[src/rtl/ifr_pkg.sv]
package ifr_pkg;

  localparam int REQ_W = 3;
  localparam int REQ_SINGLE = 2;
  localparam int REQ_MCRC   = 1;
  localparam int REQ_MRAW   = 0;

  typedef enum logic [1:0] {
    MODE_NONE,
    MODE_SINGLE,
    MODE_MCRC,
    MODE_MRAW
  } ifr_mode_e;

  typedef enum logic [2:0] {
    S_IDLE,
    S_ARM,
    S_SYNC,
    S_NB,
    S_LOAD,
    S_SEND
  } ifr_state_e;

  // One byte through an MSB-first CRC register
  function automatic logic [7:0] crc8_next(input logic [7:0] crc,
                                           input logic [7:0] din,
                                           input logic [7:0] poly);
    logic [7:0] c;
    c = crc ^ din;
    for (int i = 0; i < 8; i++) begin
      c = c[7] ? ((c << 1) ^ poly) : (c << 1);
    end
    return c;
  endfunction

endpackage

[src/rtl/ifr_mode_reg.sv]
module ifr_mode_reg
  import ifr_pkg::*;
(
  input  logic             clk,
  input  logic             rst,
  input  logic             wr,
  input  logic [REQ_W-1:0] wdata,
  input  logic             accept,
  input  logic             clr,
  output logic [REQ_W-1:0] rdata,
  output ifr_mode_e        mode
);

  logic [REQ_W-1:0] req_q;
  logic [REQ_W-1:0] winner;

  // Highest set bit wins, the rest are dropped
  always_comb begin
    winner = '0;
    for (int i = REQ_W - 1; i >= 0; i--) begin
      if (wdata[i] && (winner == '0)) winner[i] = 1'b1;
    end
  end

  always_ff @(posedge clk) begin
    if (rst)                req_q <= '0;
    else if (clr)           req_q <= '0;
    else if (wr && accept)  req_q <= winner;
  end

  always_comb begin
    if (req_q[REQ_SINGLE])    mode = MODE_SINGLE;
    else if (req_q[REQ_MCRC]) mode = MODE_MCRC;
    else if (req_q[REQ_MRAW]) mode = MODE_MRAW;
    else                      mode = MODE_NONE;
  end

  assign rdata = req_q;

endmodule

[src/rtl/ifr_crc8.sv]
module ifr_crc8
  import ifr_pkg::*;
#(
  parameter logic [7:0] POLY = 8'h1D,
  parameter logic [7:0] SEED = 8'hFF
) (
  input  logic       clk,
  input  logic       rst,
  input  logic       init,
  input  logic       upd,
  input  logic [7:0] din,
  output logic [7:0] crc_out
);

  logic [7:0] crc_q;

  always_ff @(posedge clk) begin
    if (rst || init) crc_q <= SEED;
    else if (upd)    crc_q <= crc8_next(crc_q, din, POLY);
  end

  assign crc_out = ~crc_q;

endmodule

[src/rtl/ifr_arb_shifter.sv]
module ifr_arb_shifter #(
  parameter int W = 8
) (
  input  logic         clk,
  input  logic         rst,
  input  logic         load,
  input  logic [W-1:0] load_val,
  input  logic         tick,
  input  logic         rx_bit,
  output logic         cur_bit,
  output logic         lost_now,
  output logic         byte_end,
  output logic [W-1:0] rx_byte
);

  localparam int CW = (W > 1) ? $clog2(W) : 1;

  logic [W-1:0]  tx_sh;
  logic [W-1:0]  rx_sh;
  logic [CW-1:0] bcnt;
  logic          lost_q;

  assign cur_bit  = tx_sh[W-1] & ~lost_q;
  // Overridden: our bit passive while the bus reads active
  assign lost_now = lost_q | (tick & rx_bit & ~tx_sh[W-1]);
  assign byte_end = tick && (bcnt == CW'(W - 1));
  assign rx_byte  = {rx_sh[W-2:0], rx_bit};

  always_ff @(posedge clk) begin
    if (rst) begin
      tx_sh  <= '0;
      rx_sh  <= '0;
      bcnt   <= '0;
      lost_q <= 1'b0;
    end else if (load) begin
      tx_sh  <= load_val;
      bcnt   <= '0;
      lost_q <= 1'b0;
    end else if (tick) begin
      tx_sh <= tx_sh << 1;
      rx_sh <= rx_byte;
      if (byte_end) begin
        bcnt   <= '0;
        lost_q <= 1'b0;
      end else begin
        bcnt   <= bcnt + 1'b1;
        lost_q <= lost_now;
      end
    end
  end

endmodule

[src/rtl/ifr_tx_seq.sv]
module ifr_tx_seq
  import ifr_pkg::*;
#(
  parameter int         W       = 8,
  parameter int         NB_WAIT = 4,
  parameter logic [7:0] POLY    = 8'h1D,
  parameter logic [7:0] SEED    = 8'hFF
) (
  input  logic             clk,
  input  logic             rst,
  input  logic             ctl_wr,
  input  logic [REQ_W-1:0] ctl_wdata,
  output logic [REQ_W-1:0] ctl_rdata,
  input  logic [W-1:0]     node_id,
  input  logic             eod_seen,
  input  logic             eof_seen,
  input  logic             bus_active,
  input  logic             bit_tick,
  input  logic             rx_bit,
  output logic             tx_drive,
  input  logic [W-1:0]     data_in,
  input  logic             data_valid,
  input  logic             data_last,
  output logic             data_ready,
  output logic             ifr_done,
  output logic             ifr_fail
);

  localparam int HW = $clog2(NB_WAIT + 1);

  ifr_state_e st, st_n;
  ifr_mode_e  mode;
  logic [HW-1:0] hcnt, hcnt_n;
  logic is_crc, is_crc_n;
  logic last_q, last_n;
  logic busy;
  logic shf_load;
  logic [W-1:0] shf_val;
  logic crc_init, crc_upd;
  logic done_set, fail_set;
  logic cur_bit, lost_now, byte_end;
  logic [W-1:0] rx_byte;
  logic [7:0] crc_val;
  logic tx_q, done_q, fail_q;

  assign busy = (st != S_IDLE);

  ifr_mode_reg u_mode (
    .clk   (clk),
    .rst   (rst),
    .wr    (ctl_wr),
    .wdata (ctl_wdata),
    .accept(!busy),
    .clr   (done_set || fail_set),
    .rdata (ctl_rdata),
    .mode  (mode)
  );

  ifr_arb_shifter #(.W(W)) u_shf (
    .clk     (clk),
    .rst     (rst),
    .load    (shf_load),
    .load_val(shf_val),
    .tick    (bit_tick && (st == S_SEND)),
    .rx_bit  (rx_bit),
    .cur_bit (cur_bit),
    .lost_now(lost_now),
    .byte_end(byte_end),
    .rx_byte (rx_byte)
  );

  ifr_crc8 #(.POLY(POLY), .SEED(SEED)) u_crc (
    .clk    (clk),
    .rst    (rst),
    .init   (crc_init),
    .upd    (crc_upd),
    .din    (data_in[7:0]),
    .crc_out(crc_val)
  );

  always_comb begin
    st_n     = st;
    hcnt_n   = hcnt;
    is_crc_n = is_crc;
    last_n   = last_q;
    shf_load = 1'b0;
    shf_val  = node_id;
    crc_init = 1'b0;
    crc_upd  = 1'b0;
    done_set = 1'b0;
    fail_set = 1'b0;
    unique case (st)
      S_IDLE: begin
        if (eod_seen && (mode != MODE_NONE)) begin
          st_n     = S_ARM;
          hcnt_n   = '0;
          crc_init = 1'b1;
          is_crc_n = 1'b0;
        end
      end
      S_ARM: begin
        if (eof_seen) begin
          fail_set = 1'b1;
          st_n     = S_IDLE;
        end else if (bus_active) begin
          st_n = S_SYNC;
        end else if (hcnt == HW'(NB_WAIT - 1)) begin
          st_n = S_NB;
        end else begin
          hcnt_n = hcnt + 1'b1;
        end
      end
      S_SYNC, S_NB: begin
        if (eof_seen) begin
          fail_set = 1'b1;
          st_n     = S_IDLE;
        end else if (bit_tick) begin
          if (mode == MODE_SINGLE) begin
            shf_load = 1'b1;
            st_n     = S_SEND;
          end else begin
            st_n = S_LOAD;
          end
        end
      end
      S_LOAD: begin
        if (eof_seen) begin
          fail_set = 1'b1;
          st_n     = S_IDLE;
        end else if (data_valid) begin
          shf_load = 1'b1;
          shf_val  = data_in;
          crc_upd  = 1'b1;
          last_n   = data_last;
          st_n     = S_SEND;
        end
      end
      S_SEND: begin
        if (eof_seen) begin
          fail_set = 1'b1;
          st_n     = S_IDLE;
        end else if (byte_end) begin
          if (mode == MODE_SINGLE) begin
            if (rx_byte == node_id) begin
              done_set = 1'b1;
              st_n     = S_IDLE;
            end else begin
              shf_load = 1'b1;
            end
          end else if (lost_now) begin
            fail_set = 1'b1;
            st_n     = S_IDLE;
          end else if (is_crc) begin
            done_set = 1'b1;
            st_n     = S_IDLE;
          end else if (last_q) begin
            if (mode == MODE_MCRC) begin
              shf_load = 1'b1;
              shf_val  = W'(crc_val);
              is_crc_n = 1'b1;
            end else begin
              done_set = 1'b1;
              st_n     = S_IDLE;
            end
          end else begin
            st_n = S_LOAD;
          end
        end
      end
      default: st_n = S_IDLE;
    endcase
  end

  always_ff @(posedge clk) begin
    if (rst) begin
      st     <= S_IDLE;
      hcnt   <= '0;
      is_crc <= 1'b0;
      last_q <= 1'b0;
      tx_q   <= 1'b0;
      done_q <= 1'b0;
      fail_q <= 1'b0;
    end else begin
      st     <= st_n;
      hcnt   <= hcnt_n;
      is_crc <= is_crc_n;
      last_q <= last_n;
      tx_q   <= (st == S_NB) || ((st == S_SEND) && cur_bit);
      done_q <= done_set;
      if (fail_set)              fail_q <= 1'b1;
      else if (ctl_wr && !busy)  fail_q <= 1'b0;
    end
  end

  assign tx_drive   = tx_q;
  assign data_ready = (st == S_LOAD);
  assign ifr_done   = done_q;
  assign ifr_fail   = fail_q;

endmodule

[config.mk]
export PLATFORM = sky130hd
export DESIGN_NAME = ifr_tx_seq
export DESIGN_NICKNAME = d
export VERILOG_FILES = /design/src/rtl/ifr_pkg.sv /design/src/rtl/ifr_mode_reg.sv /design/src/rtl/ifr_crc8.sv /design/src/rtl/ifr_arb_shifter.sv /design/src/rtl/ifr_tx_seq.sv
export SDC_FILE = /design/constraint.sdc
export NUM_CORES = 1
export LEC_CHECK = 0
export BUFFER_PORTS_ARGS = -buffer_cell sky130_fd_sc_hd__buf_2
export CAP_MARGIN = 20
export CORE_UTILIZATION = 58
export CTS_CLUSTER_SIZE = 8
export DETAILED_ROUTE_END_ITERATION = 10
export GPL_ROUTABILITY_DRIVEN = 1
export PLACE_DENSITY = 0.8
export SLEW_MARGIN = 40
export SYNTH_ARGS = -nofsm -noshare
export SYNTH_HDL_FRONTEND = slang
export SYNTH_HIERARCHICAL = 1
export SYNTH_SLANG_ARGS = --single-unit
[constraint.sdc]
create_clock -name clk -period 3.23 [get_ports clk]
set_clock_uncertainty 0.15 [all_clocks]
set_input_delay 0.323 -clock clk [delete_from_list [all_inputs] [get_ports clk]]
set_output_delay 0.323 -clock clk [all_outputs]
set_load 0.1 [all_outputs]
## Yosys cells after proc, flatten, opt, wreduce, memory -nomap -nowiden

Cells that the tools add are included.

- Bits of input ports: 29
- Word-level logic and storage cells: 178
- Bits in registers: 41
- Output and inout bits: 7

- Bitwise gates (word level): 19
- Multiplexer cells: 92
- Reductions and logical operators: 28
- Eq/ne operators: 24
- Add/subtract/negate cells: 2

Operators with widths:

| kind | number |
|---|---|
| two-way mux 8 bit | 11 |
| two-way mux 3 bit | 21 |
| two-way mux 1 bit | 43 |
| two-way mux 5 bit | 8 |
| inverter 4 bit | 8 |
| != test 2 bit (second input constant) | 8 |
| case mux 8 bit (2 select lines) | 1 |
| case mux 3 bit (5 select lines) | 1 |
| nonzero test 2 bit | 5 |
| equality test 3 x 2 -> 1 bit (second input constant) | 3 |
| equality test 3 bit (second input constant) | 3 |
| != test 3 bit (second input constant) | 3 |
| equality test 8 bit | 1 |
| inverter 8 bit | 1 |
| bitwise XOR 8 bit | 1 |
| logical AND 1 bit | 7 |
| != test 7 bit (second input constant) | 1 |
| AND reduction 7 bit | 1 |
| adder 3 x 1 -> 3 bit (second input constant) | 2 |
| two-way mux 2 bit | 3 |
| case mux 3 bit (2 select lines) | 1 |
| AND reduction 6 bit | 1 |
| OR reduction 2 bit | 3 |
| inverter 1 bit | 5 |
| other kinds (18) | 23 |

## Logic depth before layout (Yosys ltp)

- Word-level depth: 17
- Gate-level depth with buffers: 13
- Gate-level depth less buffers: 10

## By module

Netlist, hierarchy kept.

Modules (own cells, without submodules):

| module | sequential area each (sq um) | times used | cells an instance | area each (sq um) |
|---|---|---|---|---|
| ifr_tx_seq | 220.2 | 1 | 149 | 1192.4 |
| ifr_arb_shifter | 380.4 | 1 | 89 | 854.6 |
| ifr_crc8 | 160.2 | 1 | 63 | 615.6 |
| ifr_mode_reg | 60.1 | 1 | 17 | 161.4 |

## Worst setup path before layout

No wires, ideal clock.

- Kind: reg-to-reg
- Start point: register u_mode.req_q[0], in the netlist u_mode/rdata[0]
- End point: register u_shf.tx_sh[3]
- Library setup time: 128 ps
- Cell stages (with the launch flop): 9
- Data required time: 2952 ps
- Arrival time: 2530 ps
- Period minus slack after synthesis: 2808 ps
- Buffers on the path: 2
- Slack: 422 ps
- Path through: dfxtp_1 a21o_1 nor2b_1 a32oi_1 o32ai_1 buf_2 buf_4 mux2i_1 nor2_1

- Word-level cells in the longest chain between the ends: 13
- Elaborated cells on any way between the ends: 26
- Those cells by class: eq/ne: 2; mux: 23; reduce/logical: 1

RTL lines:

| item | line | text |
|---|---|---|
| from (decl) | ifr_mode_reg.sv:14 | `logic [REQ_W-1:0] req_q;` |
| from (signal assigned) | ifr_mode_reg.sv:28 | `else if (wr && accept) req_q <= winner;` |
| two-way mux 2 bit * | ifr_mode_reg.sv:34 | `else if (req_q[REQ_MRAW]) mode = MODE_MRAW;` |
| two-way mux 2 bit * | ifr_mode_reg.sv:33 | `else if (req_q[REQ_MCRC]) mode = MODE_MCRC;` |
| two-way mux 2 bit * | ifr_mode_reg.sv:32 | `if (req_q[REQ_SINGLE]) mode = MODE_SINGLE;` |
| via mode[0] | ifr_tx_seq.sv:32 | `ifr_mode_e mode;` |
| equality test 2 bit | ifr_tx_seq.sv:157 | `if (mode == MODE_MCRC) begin` |
| two-way mux 1 bit | ifr_tx_seq.sv:157 |  |
| two-way mux 1 bit | ifr_tx_seq.sv:156 | `end else if (last_q) begin` |
| two-way mux 1 bit | ifr_tx_seq.sv:153 | `end else if (is_crc) begin` |
| two-way mux 1 bit | ifr_tx_seq.sv:150 | `end else if (lost_now) begin` |
| two-way mux 1 bit | ifr_tx_seq.sv:143 | `if (mode == MODE_SINGLE) begin` |
| two-way mux 1 bit | ifr_tx_seq.sv:142 | `end else if (byte_end) begin` |
| two-way mux 1 bit | ifr_tx_seq.sv:139 | `if (eof_seen) begin` |
| case mux 1 bit (3 select lines) * | ifr_tx_seq.sv:92 | `unique case (st)` |
| via shf_load | ifr_tx_seq.sv:37 | `logic shf_load;` |
| two-way mux 8 bit or nonzero test 2 bit (tied branches) | n/a |  |
| to (signal assigned) | ifr_arb_shifter.sv:36 | `tx_sh <= load_val;` |
| to (signal assigned) | ifr_arb_shifter.sv:40 | `tx_sh <= tx_sh << 1;` |
| to (decl) | ifr_arb_shifter.sv:18 | `logic [W-1:0] tx_sh;` |

Mark *: on every way through the listed nets, which the timed path passes. The rest lies on a longest branch.
A chain may end at the register's enable or synchronous reset.

## Worst setup path in the final report

- Start point: register st[1]
- End point: register u_shf.tx_sh[6]

- Word-level cells in the longest chain between the ends: 11
- Elaborated cells on any way between the ends: 22
- Those cells by class: eq/ne: 4; mux: 11; bitwise: 3; reduce/logical: 4

RTL lines:

| item | line | text |
|---|---|---|
| from (decl) | ifr_tx_seq.sv:31 | `ifr_state_e st, st_n;` |
| from (signal assigned) | ifr_tx_seq.sv:184 | `st <= st_n;` |
| equality test 3 bit | ifr_tx_seq.sv:64 | `.tick (bit_tick && (st == S_SEND)),` |
| logical AND 1 bit | ifr_tx_seq.sv:64 |  |
| AND 1 bit (2 in a row) | ifr_arb_shifter.sv:25 | `assign lost_now = lost_q \| (tick & rx_bit & ~tx_sh[W-1]);` |
| OR 1 bit | ifr_arb_shifter.sv:25 |  |
| via lost_now | ifr_tx_seq.sv:41 | `logic cur_bit, lost_now, byte_end;` |
| two-way mux 8 bit | ifr_tx_seq.sv:150 |  |
| two-way mux 8 bit | ifr_tx_seq.sv:143 |  |
| two-way mux 8 bit | ifr_tx_seq.sv:142 |  |
| two-way mux 8 bit | ifr_tx_seq.sv:139 |  |
| case mux 8 bit (2 select lines) | ifr_tx_seq.sv:92 |  |
| via shf_val[6] | ifr_tx_seq.sv:38 | `logic [W-1:0] shf_val;` |
| two-way mux 8 bit | ifr_arb_shifter.sv:35 | `end else if (load) begin` |

The timed path passes the listed nets, and every way through them passes these cells.

==> impl_metrics.sql <==
INSERT INTO impl_metrics (metric_group, metric, value, unit) VALUES
('logic_synthesis', 'synth.yosys.seq_area_share', '29.1', '%'),
('logic_synthesis', 'synth_simple_gate_area_share', '21.2', '%'),
('critical_path', 'capture_point_of_the_critical_path', 'u_shf/tx_sh[6]', ''),
('critical_path', 'r2r-end', 'u_shf/tx_sh[6]', ''),
('clock_tree', 'cts_max_path_buffers', '2', ''),
('logic_synthesis', 'synth_area_per_cell', '8.88', 'sq um'),
('layout', 'layout_common_cells', 'sky130_fd_sc_hd__dfxtp_1, sky130_fd_sc_hd__buf_2, sky130_fd_sc_hd__nor2_1, sky130_fd_sc_hd__nand2_1, sky130_fd_sc_hd__mux2i_1', ''),
('pwr', 'max-vdd-ir-drop', '0.000409', 'V'),
('clock_tree', 'clock_tree_from_tritoncts', 'yes', ''),
('clock_tree', 'cts_sinks', '41', ''),
('sta', 'hold_violations', '0', ''),
('sta', 'timing_max_transition_violations_final', '0', ''),
('drt', 'post-route-drc-count', '0', ''),
('layout', 'finalCoreUtilization', '66.3', '%'),
('drt', 'totalWireLength', '5.85', 'mm'),
('drt', 'vias', '2267', ''),
('grt', 'gr-total-overflow', '0', ''),
('critical_path', 'worstPathRequired', '3.31', 'ns'),
('drt', 'route.antenna.remaining_nets', '0', ''),
('critical_path', 'worst_reg2reg_path_length_in_cells', '10', ''),
('clock_tree', 'tritoncts.num_buffers', '5', ''),
('logic_synthesis', 'yosys_warnings', '6', ''),
('sta', 'max_slew.worst_pin.slew', '0.668', 'ns'),
('job', 'timing.max_cap.violations', '0', ''),
('critical_path', 'timing.setup.critical_path_class', 'reg2reg', ''),
('logic_synthesis', 'async_flop_share', '0', '%'),
('grt', 'globalRouteTotalUtil', '24.8', '%'),
('logic_synthesis', 'synthesis.nets', '354', ''),
('critical_path', 'timing.reg2reg.setup_slack', '0.52', 'ns'),
('pwr', 'power.static_leakage', '0.00137', 'uW'),
('status', 'run_status', 'complete, no violations', ''),
('critical_path', 'max_fanout_on_critical_path', '13', ''),
('layout', 'layout_commonest_cell', 'sky130_fd_sc_hd__dfxtp_1', ''),
('layout', 'final.fill_count', '401', ''),
('drt', 'via_cell_ratio', '5.61', ''),
('logic_synthesis', 'combinational_family_with_the_most_area_after_synthesis', 'simple AND/OR/NAND/NOR gates', ''),
('floorplanning', 'io-pin-count', '36', ''),
('layout', 'syn_to_final_growth', '10.1', '%'),
('place', 'dpl.hpwl', '4.54', 'mm'),
('sta', 'setup-tns-final', '0', 'ns'),
('grt', 'largest_net_degree_at_the_start_of_global_routing', '39', ''),
('layout', 'nNetsFinal', '385', ''),
('floorplanning', 'die-area', '5150', 'sq um'),
('floorplanning', 'initial_core_util', '60.2', '%'),
('grt', 'global_route_wire_length_before_repair', '9.98', 'mm'),
('pwr', 'totalPowerFinal', '1300', 'uW'),
('sta', 'timing.final.crit_share', '84.0', '%'),
('layout', 'layout-drive-gt1-share', '21.1', '%'),
('logic_synthesis', 'ys_dominant_reg_cell', 'sky130_fd_sc_hd__dfxtp_1', ''),
('logic_synthesis', 'synthMuxAreaShare', '11.6', '%'),
('floorplanning', 'core_region_area', '4690', 'sq um'),
('hold_path', 'hold_class', 'in2reg', ''),
('clock_tree', 'clk_pin_slew', '0.07', 'ns'),
('logic_synthesis', 'ys_ff_latch', '41', ''),
('layout', 'antennaDiodeCount', '0', ''),
('logic_synthesis', 'synth_fa_ha_area_share', '3.10', '%'),
('logic_synthesis', 'post_synthesis_compound_gate_area_fraction', '16.4', '%'),
('critical_path', 'setup.worst_path.end_class', 'flip-flop', ''),
('place', 'place.gp.congestion', '0.878', ''),
('grt', 'via_count_of_the_first_global_routing_pass', '2119', ''),
('pwr', 'powerDensity', '419', 'nW/um^2'),
('logic_synthesis', 'yosys.cell_types.count', '67', ''),
('clock_tree', 'cts.root.buffer_cell', 'sky130_fd_sc_hd__clkbuf_8', ''),
('drt', 'starting_drc_count_in_detailed_routing', '91', ''),
('critical_path', 'setup.worst_path.start', 'st[1]', ''),
('clock_tree', 'cts-resized-gates', '0', ''),
('clock_tree', 'cts_max_level', '2', ''),
('sta', 'rsz0062_at_grt', 'false', ''),
('drt', 'drt-pass1-iter-count', '4', ''),
('logic_synthesis', 'synth_enable_flop_cells', '0', ''),
('floorplanning', 'die_width', '71.8', 'microns');
through the flow:
step                      setup slack, ns  instances  cell area (sq um)  hold slack [ns]
final                               0.517        404               3110            0.112
after detailed placement            0.549        396               3010            0.309
after floorplan                     0.422        318               2820            0.265
after CTS                           0.530        404               3110            0.113
after global placement              0.592        396               3010            0.301
after global routing                0.189        404               3110            0.114
per-layer routing:
metal | vias to the layer above | track usage [%] | share of wire, %
met3 | 8 | 4.64 | 2.7
met4 | 0 | 7.19 | 1.5
li1 | 1184 | - | -
met1 | 1044 | 33.7 | 48
met5 | - | 0 | 0
met2 | 31 | 40.0 | 47
worst max-delay path, cell delays in order (launching register included):
cell	delay, ns
sky130_fd_sc_hd__dfxtp_1	0.57
sky130_fd_sc_hd__nor2b_1	0.15
sky130_fd_sc_hd__and3_1	0.23
sky130_fd_sc_hd__a31o_2	0.25
sky130_fd_sc_hd__nor2_1	0.17
sky130_fd_sc_hd__nand2_1	0.13
sky130_fd_sc_hd__nor4_4	0.46
sky130_fd_sc_hd__o2bb2ai_1	0.18
sky130_fd_sc_hd__a22o_1	0.19
sky130_fd_sc_hd__mux2i_1	0.08
sky130_fd_sc_hd__nor2_1	0.09
cell families after synthesis:
kind of cell / count (synthesis)
xor+xnor: 31
compound gates: 65
flops: 41
fa+ha+maj: 7
simple gates: 110
buf+inv: 33
mux: 31
where the power goes:
group / internal, uW / switching [uW] / total [uW]
sequential: 522 / 32.2 / 554
combinational: 155 / 225 / 380
clock: 193 / 175 / 368
total: 870 / 432 / 1300
synthesized netlist by cell type (3+ instances only):
master                      instances  area share (%)
sky130_fd_sc_hd__dfxtp_1           41              29
sky130_fd_sc_hd__nor2_1            32             4.3
sky130_fd_sc_hd__nand2_1           28             3.7
sky130_fd_sc_hd__mux2i_1           24             8.5
sky130_fd_sc_hd__a21oi_1           19             3.4
sky130_fd_sc_hd__xnor2_1           16             5.0
sky130_fd_sc_hd__inv_1             15             2.0
sky130_fd_sc_hd__nor3_1            10             1.8
sky130_fd_sc_hd__a22o_1             8             2.5
sky130_fd_sc_hd__nand2b_1           8             1.8
sky130_fd_sc_hd__o2bb2ai_1          8             2.5
sky130_fd_sc_hd__xor2_1             8             2.5
sky130_fd_sc_hd__ha_1               7             3.1
sky130_fd_sc_hd__buf_2              5            0.89
sky130_fd_sc_hd__mux2_2             5             2.0
sky130_fd_sc_hd__nor2b_1            5             1.1
sky130_fd_sc_hd__clkbuf_1           4            0.53
sky130_fd_sc_hd__o211ai_1           4             1.1
sky130_fd_sc_hd__o21ai_0            4            0.71
sky130_fd_sc_hd__a21boi_0           3            0.80
sky130_fd_sc_hd__a31oi_1            3            0.66
sky130_fd_sc_hd__nor3b_1            3            0.80
sky130_fd_sc_hd__nor4_1             3            0.66
state kept, by name, summed over array words and instances, names as in the netlist, 3 cells and up:
signal        count
st                3
hcnt              3
u_shf/rx_sh       7
u_shf/bcnt        3
u_mode/rdata      3
u_crc/crc_q       8
u_shf/tx_sh       8
final cells by class:
type | instances | area (sq um) | area share [%]
Inverter | 17 | 68.8 | 2.21
Timing Repair Buffer | 40 | 213 | 6.84
Tap cell | 54 | 67.6 | 2.17
Sequential cell | 41 | 821 | 26.4
Clock buffer | 7 | 96.3 | 3.10
Multi-Input combinational cell | 244 | 1840 | 59.1
Clock inverter | 1 | 5.00 | 0.161
worst min path at each step:
stage / to / from / slack (ns) / depth (start not counted)
5_1_grt: u_mode/rdata[0] / ctl_wdata[0] / 0.11 / 2
6_report: u_mode/rdata[0] / ctl_wdata[0] / 0.11 / 2
2_1_floorplan: u_crc/crc_q[7] / rst / 0.26 / 1
4_1_cts: u_mode/rdata[0] / ctl_wdata[0] / 0.11 / 2
3_5_place_dp: ifr_fail / ifr_fail / 0.31 / 2
3_3_place_gp: ifr_fail / ifr_fail / 0.30 / 2
Note: power is estimated with default switching activity, not from simulation.
